**config.mk**
```make
export PLATFORM = sky130hd
export DESIGN_NAME = trap_state_regs
export DESIGN_NICKNAME = d
export VERILOG_FILES = /design/src/rtl/xs_pkg.sv /design/src/rtl/xs_mode_stack.sv /design/src/rtl/xs_pending.sv /design/src/rtl/xs_read_mux.sv /design/src/rtl/trap_state_regs.sv
export SDC_FILE = /design/constraint.sdc
export NUM_CORES = 1
export LEC_CHECK = 0
export CORE_UTILIZATION = 64
export DETAILED_ROUTE_END_ITERATION = 10
export DONT_BUFFER_PORTS = 1
export GPL_TIMING_DRIVEN = 0
export PLACE_DENSITY = 0.88
export SYNTH_ARGS = -nofsm -noshare
export SYNTH_HDL_FRONTEND = slang
export SYNTH_SLANG_ARGS = --single-unit
```
**constraint.sdc**
```tcl
create_clock -name clk -period 2.4 [get_ports clk]
set_input_delay 0.48 -clock clk [delete_from_list [all_inputs] [get_ports clk]]
set_output_delay 0.48 -clock clk [all_outputs]
set_load 0.05 [all_outputs]
```
**src/rtl/xs_pkg.sv**
```systemverilog
package xs_pkg;
  localparam int unsigned XLEN = 32;

  localparam logic [4:0] RN_BADVA = 5'd8;
  localparam logic [4:0] RN_STAT  = 5'd12;
  localparam logic [4:0] RN_CAUSE = 5'd13;
  localparam logic [4:0] RN_EPC   = 5'd14;

  typedef enum logic [3:0] {
    EC_EXT_IRQ    = 4'd0,
    EC_ADDR_LOAD  = 4'd4,
    EC_ADDR_STORE = 4'd5,
    EC_BUS_FETCH  = 4'd6,
    EC_BUS_DATA   = 4'd7,
    EC_SYSCALL    = 4'd8,
    EC_BREAK      = 4'd9,
    EC_BAD_OP     = 4'd10,
    EC_OVERFLOW   = 4'd12
  } exc_code_e;

  function automatic logic is_addr_fault(input logic [3:0] c);
    return (c == 4'(EC_ADDR_LOAD)) || (c == 4'(EC_ADDR_STORE));
  endfunction
endpackage

```
**src/rtl/xs_mode_stack.sv**
```systemverilog
module xs_mode_stack #(
  parameter int unsigned PAIRS  = 3,
  parameter int unsigned MASK_W = 8
) (
  input  logic                 clk,
  input  logic                 rst_n,
  input  logic                 push,
  input  logic                 pop,
  input  logic                 wr_en,
  input  logic [MASK_W-1:0]    wr_mask,
  input  logic [2*PAIRS-1:0]   wr_modes,
  output logic [MASK_W-1:0]    mask_q,
  output logic [2*PAIRS-1:0]   modes_q
);
  localparam int unsigned MW = 2 * PAIRS;

  always_ff @(posedge clk or negedge rst_n) begin
    if (!rst_n) begin
      modes_q <= '0;
      mask_q  <= '0;
    end else if (push) begin
      modes_q <= {modes_q[MW-3:0], 2'b00};
    end else if (pop) begin
      modes_q <= {modes_q[MW-1:MW-2], modes_q[MW-1:2]};
    end else if (wr_en) begin
      modes_q <= wr_modes;
      mask_q  <= wr_mask;
    end
  end

  // a push enters kernel mode with interrupts off and ages every pair
  a_r3_push: assert property (@(posedge clk) disable iff (!rst_n)
    push |=> (modes_q[1:0] == 2'b00) && (modes_q[MW-1:2] == $past(modes_q[MW-3:0])));

  // a lone pop restores the lower pairs and keeps the oldest one
  a_r4_pop: assert property (@(posedge clk) disable iff (!rst_n)
    (pop && !push) |=> (modes_q[MW-3:0] == $past(modes_q[MW-1:2]))
                    && (modes_q[MW-1:MW-2] == $past(modes_q[MW-1:MW-2])));

  // trap entry and return never disturb the mask
  a_r9_mask_keep: assert property (@(posedge clk) disable iff (!rst_n)
    (push || pop) |=> $stable(mask_q));
endmodule

```
**src/rtl/xs_pending.sv**
```systemverilog
module xs_pending #(
  parameter int unsigned LVLS = 5
) (
  input  logic            clk,
  input  logic            rst_n,
  input  logic [LVLS-1:0] irq_in,
  input  logic [LVLS-1:0] clr,
  output logic [LVLS-1:0] pend_q
);
  logic [LVLS-1:0] pend_d;

  for (genvar i = 0; i < LVLS; i++) begin : g_lvl
    assign pend_d[i] = irq_in[i] | (pend_q[i] & ~clr[i]);
  end

  always_ff @(posedge clk or negedge rst_n) begin
    if (!rst_n) pend_q <= '0;
    else        pend_q <= pend_d;
  end

  // every request line seen high is captured
  a_r7_capture: assert property (@(posedge clk) disable iff (!rst_n)
    1'b1 |=> ((pend_q & $past(irq_in)) == $past(irq_in)));

  // a pending bit without a clear stays set
  a_r7_hold: assert property (@(posedge clk) disable iff (!rst_n)
    1'b1 |=> ((pend_q & $past(pend_q & ~clr)) == $past(pend_q & ~clr)));
endmodule

```
**src/rtl/xs_read_mux.sv**
```systemverilog
module xs_read_mux
  import xs_pkg::*;
(
  input  logic [4:0]      rd_num,
  input  logic [XLEN-1:0] stat_word,
  input  logic [XLEN-1:0] cause_word,
  input  logic [XLEN-1:0] epc_word,
  input  logic [XLEN-1:0] badva_word,
  output logic [XLEN-1:0] rd_data
);
  always_comb begin
    unique case (rd_num)
      RN_BADVA: rd_data = badva_word;
      RN_STAT:  rd_data = stat_word;
      RN_CAUSE: rd_data = cause_word;
      RN_EPC:   rd_data = epc_word;
      default:  rd_data = '0;
    endcase
  end
endmodule

```
**src/rtl/trap_state_regs.sv**
```systemverilog
module trap_state_regs
  import xs_pkg::*;
#(
  parameter int unsigned HW_LVLS      = 5,
  parameter int unsigned SW_LVLS      = 3,
  parameter int unsigned PAIRS        = 3,
  parameter logic [31:0] HANDLER_ADDR = 32'h8000_0080
) (
  input  logic        clk,
  input  logic        rst_n,
  input  logic        exc_take,
  input  logic [3:0]  exc_code,
  input  logic [31:0] cur_pc,
  input  logic [31:0] fault_addr,
  input  logic        rfe,
  input  logic [4:0]  hw_irq,
  input  logic        wr_en,
  input  logic [4:0]  wr_num,
  input  logic [31:0] wr_data,
  input  logic [4:0]  rd_num,
  output logic [31:0] rd_data,
  output logic        irq_req,
  output logic [31:0] handler_pc
);
  localparam int unsigned MASK_W   = HW_LVLS + SW_LVLS;
  localparam int unsigned MODE_W   = 2 * PAIRS;
  localparam int unsigned MASK_LSB = 8;
  localparam int unsigned PEND_LSB = 10;
  localparam int unsigned CODE_LSB = 2;

  logic [MASK_W-1:0]  mask_q;
  logic [MODE_W-1:0]  modes_q;
  logic [HW_LVLS-1:0] pend_q;
  logic [HW_LVLS-1:0] pend_clr;
  exc_code_e          code_q;
  logic [XLEN-1:0]    epc_q;
  logic [XLEN-1:0]    badva_q;
  logic [XLEN-1:0]    stat_word;
  logic [XLEN-1:0]    cause_word;
  logic               stat_wr;

  assign stat_wr  = wr_en && (wr_num == RN_STAT);
  assign pend_clr = (wr_en && (wr_num == RN_CAUSE)) ? wr_data[PEND_LSB +: HW_LVLS] : '0;

  xs_mode_stack #(.PAIRS(PAIRS), .MASK_W(MASK_W)) u_stack (
    .clk      (clk),
    .rst_n    (rst_n),
    .push     (exc_take),
    .pop      (rfe),
    .wr_en    (stat_wr),
    .wr_mask  (wr_data[MASK_LSB +: MASK_W]),
    .wr_modes (wr_data[MODE_W-1:0]),
    .mask_q   (mask_q),
    .modes_q  (modes_q)
  );

  xs_pending #(.LVLS(HW_LVLS)) u_pend (
    .clk    (clk),
    .rst_n  (rst_n),
    .irq_in (hw_irq[HW_LVLS-1:0]),
    .clr    (pend_clr),
    .pend_q (pend_q)
  );

  always_ff @(posedge clk or negedge rst_n) begin
    if (!rst_n) begin
      code_q  <= EC_EXT_IRQ;
      epc_q   <= '0;
      badva_q <= '0;
    end else if (exc_take) begin
      code_q <= exc_code_e'(exc_code);
      epc_q  <= cur_pc - 32'd4;
      if (is_addr_fault(exc_code)) badva_q <= fault_addr;
    end
  end

  always_comb begin
    stat_word = '0;
    stat_word[MASK_LSB +: MASK_W] = mask_q;
    stat_word[MODE_W-1:0]         = modes_q;
  end

  always_comb begin
    cause_word = '0;
    cause_word[PEND_LSB +: HW_LVLS] = pend_q;
    cause_word[CODE_LSB +: 4]       = code_q;
  end

  xs_read_mux u_rd (
    .rd_num     (rd_num),
    .stat_word  (stat_word),
    .cause_word (cause_word),
    .epc_word   (epc_q),
    .badva_word (badva_q),
    .rd_data    (rd_data)
  );

  assign irq_req    = (|(pend_q & mask_q[HW_LVLS-1:0])) & modes_q[0];
  assign handler_pc = HANDLER_ADDR;

  // the trap address points back at the faulting instruction
  a_r5_epc: assert property (@(posedge clk) disable iff (!rst_n)
    exc_take |=> epc_q == $past(cur_pc) - 32'd4);

  // the trap address holds between traps
  a_r5_epc_hold: assert property (@(posedge clk) disable iff (!rst_n)
    !exc_take |=> $stable(epc_q));

  // the recorded code follows the trap input
  a_r6_code: assert property (@(posedge clk) disable iff (!rst_n)
    exc_take |=> code_q == exc_code_e'($past(exc_code)));

  // the bad address moves only on address faults
  a_r6_badva_keep: assert property (@(posedge clk) disable iff (!rst_n)
    !(exc_take && is_addr_fault(exc_code)) |=> $stable(badva_q));

  // taking a trap always silences the request
  a_r8_quiet_after_trap: assert property (@(posedge clk) disable iff (!rst_n)
    exc_take |=> !irq_req);
endmodule

```
==> results.sh, run 1 <==
export IMPL_outcome="complete, but fails checks"
export IMPL_violations="hold timing"
export IMPL_p_per_area_nw_per_um2=659.4
export IMPL_synth_edff_count=0
export IMPL_core_um2=6907
export IMPL_maxCapViolCount=0
export IMPL_p_leak_nw=2.138
export IMPL_cts_tree="done"
export IMPL_post_drt_wl_per_cell_um=20.12
export IMPL_critPathLaunchType="input pin"
export IMPL_nFillCells=497
export IMPL_hold_slack_ns=-0.1900
export IMPL_cts_buffer_depth=2
export IMPL_design_area_um2=5210
export IMPL_grt_use_total_pct=31.08
export IMPL_instances_no_fill=584
export IMPL_yosys_area_top_type="dfrtp_1"
export IMPL_worstSetupPathType="in -> out"
export IMPL_first_pass_iters=5
export IMPL_crit_start="rd_num[4]"
export IMPL_multi_input_area_um2=2305
export IMPL_area_delta_synth_final_pct=12.12
export IMPL_tightest_slew_ns=1.064
export IMPL_postRouteWirelength_mm=11.75
export IMPL_grt_overflow=0
export IMPL_cp_num_buf_inv=1
export IMPL_die_area_um2=7606
export IMPL_rows=30
export IMPL_final_nets=604
export IMPL_grt_pass1_vias=3568
export IMPL_period_needed_ns=2.337
export IMPL_synth_flop_cell="dfrtp_1"
export IMPL_cp_data_required_time_ns=1.92
export IMPL_dpl_hpwl_mm=8.766
export IMPL_fin_crit_sh_pct=97.37
export IMPL_cts_root_buf="clkbuf_8"
export IMPL_initial_core_util_pct=67.28
export IMPL_cts_htree_levels=3
export IMPL_crit_family="simple AND/OR/NAND/NOR gates"
export IMPL_place_port_buffers=0
export IMPL_max_freq_mhz=427.9
export IMPL_place_area_um2=4890
export IMPL_die_y_um=87.21
export IMPL_numCtsBuffers=9
export IMPL_hp_class="in -> async"
export IMPL_async_flop_share_pct=100.0
export IMPL_final_layout_size_suffix_gt1_share_pct=30.66
export IMPL_cp_slowest_cell="nor3b_4"
export IMPL_fin_setup_tns_ns=0
export IMPL_ant_nets=0
export IMPL_worstSkewPairLatency_ns=0.35
export IMPL_ios=185
export IMPL_slew_violations=0
export IMPL_synth_cells=441
export IMPL_die_w_um=87.21
export IMPL_dp_cells=567
export IMPL_hold_viol=87
export IMPL_ys_ff_latch=87
export IMPL_gp_congestion=0.8775
export IMPL_synth_area_leaders="dfrtp_1 47%, mux2_2 11%, buf_4 5.2%"
export IMPL_drt_iter0_drc=286
export IMPL_rsz0062_at_grt="false"
export IMPL_clock_skew_ns=0.006510
export IMPL_ir_worst_vdd_mv=0.2613
export IMPL_r2r_start="u_stack.modes_q[5]$_DFFE_PN0P_"
export IMPL_clk_pin_slew_ns=0.09
export IMPL_yosys_warnings=0
export IMPL_slowest_delay_ns=0.35
export IMPL_synth_top_area_share_pct=46.85
export IMPL_synth_cell_types=46
export IMPL_crit_chain="nand3b_1, nor3b_4, clkbuf_2, a22oi_1, nand2_2"
export IMPL_fin_util_pct=75.43
export IMPL_cts_sinks=87
export IMPL_path_max_fanout=10
export IMPL_arrival_ns=1.86
export IMPL_drc=0
export IMPL_syn_area_um2=4647
export IMPL_vias=3756
export IMPL_synth_area_per_cell_um2=10.54
export IMPL_slew_limit_headroom_pct=29.31
export IMPL_ys_seq_area_share_pct=46.85
export IMPL_cp_end_kind="primary output"
export IMPL_grt_pass1_wl_mm=17.58
export IMPL_antenna_found_initial=2
export IMPL_grt_max_degree=88
export IMPL_viasPerCell=6.432
export IMPL_regArea_um2=2177
export IMPL_setup_viol=0
layout by cell type (no fill, tap or decap), types with 7 or more instances in the layout:
| cell type | count |
|---|---|
| a22o_2 | 18 |
| nand3_1 | 7 |
| nand2_2 | 9 |
| clkbuf_2 | 7 |
| or4_1 | 15 |
| a31oi_1 | 16 |
| mux2_2 | 47 |
| nor3_1 | 7 |
| conb_1 | 32 |
| o31ai_1 | 11 |
| clkbuf_8 | 9 |
| a21oi_1 | 16 |
| nor2_1 | 37 |
| a22oi_1 | 19 |
| clkbuf_1 | 17 |
| or3_1 | 9 |
| dfrtp_1 | 87 |
| buf_4 | 33 |
kinds of logic (layout without fill, tap and decap cells):
| logic type | Yosys count | count (layout) | share of synthesized area, % |
|---|---|---|---|
| adders and majority gates | 1 | 1 | 0.2692 |
| and+or+nand+nor | 117 | 117 | 13.79 |
| DFF | 87 | 87 | 46.85 |
| buffers and inverters | 67 | 82 | 8.185 |
| other | 2 | 34 | 0.1616 |
| AOI/OAI and AO/OA | 104 | 104 | 16.21 |
| xor gates and xnor gates | 11 | 11 | 2.073 |
| muxes | 52 | 52 | 12.47 |
state kept, by name, summed over array words and instances (netlist names):
register	cells
badva_q	32
u_stack.mask_q	8
epc_q	32
u_stack.modes_q	6
u_pend.pend_q	5
code_q	4
worst register-to-register path, delay by kind of cell, from the launching register on:
family	cells	cell delay (ns)
compound gates	2	0.17
flops	1	0.40
simple gates	1	0.36
report_power, final:
part           leakage (nW)  total, mW  internal [mW]  switching [mW]
sequential             1.01       1.79           1.66           0.127
clock                0.0982       1.08          0.574           0.503
combinational          1.03      0.567          0.233           0.334
total                  2.14       3.44           2.47           0.964
synthesized netlist by cell type, types with 3 or more instances:
cell / instances
a21o_1: 5
a21oi_1: 16
a222oi_1: 6
a22o_1: 18
a22oi_1: 19
a31oi_1: 16
buf_4: 32
clkbuf_1: 23
dfrtp_1: 87
inv_1: 10
mux2_2: 47
mux2i_1: 5
nand2_1: 12
nand2b_1: 3
nand3_1: 7
nor2_1: 37
nor3_1: 8
nor3b_1: 3
nor4_1: 4
o21ai_0: 4
o31ai_1: 11
or2_2: 3
or3_1: 9
or4_1: 16
xnor2_1: 6
xor2_1: 5
layout make-up:
class	instances	share of cell area, %
inverters	10	0.7205
clock inverters	4	1.393
repair buffers	1	0.1441
plain buffers	57	6.868
clock buffers	10	2.450
multi-input cells	317	44.24
flip-flops and latches	87	41.79
well taps	96	2.305
diodes	2	0.09606
worst paths after layout:
check | cells after the start | endpoint | slack (ns)
max | 5 | rd_data[3] | 0.06
max reg2reg | 3 | u_stack.modes_q[3]$_DFFE_PN0P_ | 1.36
min reg2reg | 1 | code_q[1]$_DFFE_PN0P_ | 0.51
max in group asynchronous | 0 | badva_q[15]$_DFFE_PN0P_ | 2.47
min | 0 | badva_q[21]$_DFFE_PN0P_ | -0.19
min in group clk | 1 | u_pend.pend_q[2]$_DFF_PN0_ | 0.21
routing by layer:
metal  global-route usage (%)  share of wire (%)  vias up
met5                        0                  0        -
met4                    12.97                2.0        0
met3                    8.626                 11       26
met2                    50.32                 48      224
met1                    39.56                 40     1832
li1                         -                  -     1674
timing repair:
item                                    4_1_cts  5_1_grt
endpoints found under the setup margin       33       12
resized for setup                            42        6
hold endpoints to repair                     87       87
setup buffers                                 0        1
stage by stage:
stage | power [mW] | setup WS (ns)
floorplan | 2.265 | 0.01031
global placement | 2.340 | -0.4427
detailed placement | 2.368 | -0.4758
CTS | 3.423 | 0.02668
global route | 3.554 | 0.008905
finish | 3.436 | 0.06304
(Power assumes the default switching activity.)
==> inputs of run 2 (changes only) <==
- CORE_MARGIN: not set -> 1.5
==> results.sh, run 2 (synthesis results as in run 1) <==
export IMPL_outcome="complete, but fails checks"
export IMPL_violations="hold timing"
export IMPL_hp_class="in -> async"
export IMPL_die_w_um=88.21
export IMPL_power_share_combinational_pct=16.4
export IMPL_nFillCells=478
export IMPL_reg_largest_list="badva_q x32, epc_q x32, u_stack.mask_q x8"
export IMPL_viasPerCell=6.395
export IMPL_cp_data_required_time_ns=1.92
export IMPL_p_total_mw=3.471
export IMPL_die_area_um2=7781
export IMPL_tightest_slew_ns=1.092
export IMPL_multi_input_area_um2=2292
export IMPL_rrSetupSlack_ns=1.33
export IMPL_fin_crit_sh_pct=99.27
export IMPL_path_max_fanout=10
export IMPL_dpl_hpwl_mm=9.026
export IMPL_cts_htree_levels=3
export IMPL_period_needed_ns=2.382
export IMPL_place_port_buffers=0
export IMPL_area_delta_synth_final_pct=11.87
export IMPL_post_drt_wl_per_cell_um=20.74
export IMPL_ant_nets=0
export IMPL_final_common_cell="dfrtp_1"
export IMPL_pwr_share_seq_pct=51.7
export IMPL_power_share_clock_pct=31.8
export IMPL_layout_common_cells="87 x dfrtp_1, 47 x mux2_2, 37 x nor2_1, 32 x buf_4, 32 x conb_1"
export IMPL_maxCapViolCount=0
export IMPL_cts_root_buf="clkbuf_8"
export IMPL_worstSkewPairLatency_ns=0.36
export IMPL_first_pass_iters=5
export IMPL_clock_skew_ns=0.002575
export IMPL_cts_buffer_depth=2
export IMPL_antenna_found_initial=1
export IMPL_dp_cells=567
export IMPL_p_leak_nw=2.137
export IMPL_instances_no_fill=583
export IMPL_drt_iter0_drc=258
export IMPL_clk_pin_slew_ns=0.09
export IMPL_numCtsBuffers=9
export IMPL_grt_use_total_pct=31.31
export IMPL_max_freq_mhz=419.7
export IMPL_slew_violations=0
export IMPL_grt_overflow=0
export IMPL_critPathLaunchType="input pin"
export IMPL_grt_max_degree=88
export IMPL_arrival_ns=1.90
export IMPL_regArea_um2=2177
export IMPL_p_per_area_nw_per_um2=667.7
export IMPL_final_layout_size_suffix_gt1_share_pct=30.66
export IMPL_setup_viol=0
export IMPL_final_nets=603
export IMPL_vias=3728
export IMPL_ios=185
export IMPL_postRouteWirelength_mm=12.09
export IMPL_slew_limit_headroom_pct=27.44
export IMPL_cts_setup_buffers=0
export IMPL_initial_core_util_pct=67.28
export IMPL_core_um2=6907
export IMPL_worstSetupPathType="in -> out"
export IMPL_cts_sinks=87
export IMPL_switchingPower_uw=968.0
export IMPL_gp_congestion=0.8926
export IMPL_grt_pass1_vias=3672
export IMPL_cts_tree="done"
export IMPL_hold_slack_ns=-0.2021
export IMPL_rows=30
export IMPL_die_y_um=88.21
export IMPL_cp_end_kind="primary output"
export IMPL_drc=0
export IMPL_grt_pass1_wl_mm=18.29
export IMPL_swShare_pct=27.89
export IMPL_p_int_mw=2.503
export IMPL_hold_viol=87
export IMPL_ir_worst_vdd_mv=0.3072
export IMPL_rsz0062_at_grt="true"
run 2: changes by cell type in the layout (fill, tap and decap cells not counted):
cell        delta
clkinv_2       +1
clkbuf_8       +1
diode_2        -1
clkinvlp_4     -1
nor3b_4        -1
nor3_4         -1
nor3_2         +1
buf_4          -1
nor3b_2        +1
run 2: worst max-delay path: stages:
cell      delay [ns]
nand3b_1        0.25
nor3b_4         0.40
clkbuf_2        0.33
a22oi_1         0.16
nand2_2         0.29
run 2: stage by stage:
stage          util [%]  cell area (um2)  worst slack, ns  setup TNS [ns]
3_5_place_dp      70.80             4890          -0.5397          -20.32
5_1_grt           75.24             5196         -0.01132        -0.01132
2_1_floorplan         -             4770          0.01031               0
6_report          75.27             5199          0.01751               0
4_1_cts           75.07             5185          0.01010               0
3_3_place_gp      70.80             4890          -0.4415          -16.67
run 2: worst paths after layout:
path | startpoint | end | depth (start not counted)
max in group asynchronous | rst_n | u_pend.pend_q[3]$_DFF_PN0_ | 0
worst max-delay path | rd_num[4] | rd_data[3] | 5
worst min-delay path | rst_n | badva_q[1]$_DFFE_PN0P_ | 0
min in group clk | hw_irq[2] | u_pend.pend_q[2]$_DFF_PN0_ | 1
worst min register to register | badva_q[16]$_DFFE_PN0P_ | badva_q[16]$_DFFE_PN0P_ | 1
worst max register to register | u_stack.modes_q[5]$_DFFE_PN0P_ | u_stack.modes_q[3]$_DFFE_PN0P_ | 3
run 2: area by class of cell:
class,instances,share of cell area (%)
Inverter,10,0.7220
Clock inverter,4,1.348
Clock buffer,11,2.720
Antenna cell,1,0.04813
Buffer,57,6.883
Multi-Input combinational cell,317,44.09
Sequential cell,87,41.88
Tap cell,96,2.310
run 2: what timing repair did:
| action | in CTS | in global routing |
|---|---|---|
| hold endpoints to repair | 87 | 87 |
| cloned | 0 | 0 |
| setup endpoints to repair | 32 | 21 |
| resized for setup | 38 | 9 |
run 2: power by group through the flow:
stage	Sequential [mW]	Combinational [mW]	Clock, mW
after floorplan	1.77	0.496	0
after global placement	1.80	0.536	0
after detailed placement	1.82	0.556	0
after CTS	1.79	0.565	1.10
after global routing	1.82	0.608	1.17
final	1.79	0.571	1.11
run 2: metal layers:
| layer | up-vias | track usage, % | part of all wire [%] |
|---|---|---|---|
| li1 | 1674 | - | - |
| met3 | 23 | 7.090 | 9.1 |
| met5 | - | 0 | 0 |
| met1 | 1835 | 39.69 | 39 |
| met4 | 0 | 13.92 | 2.5 |
| met2 | 196 | 51.77 | 49 |
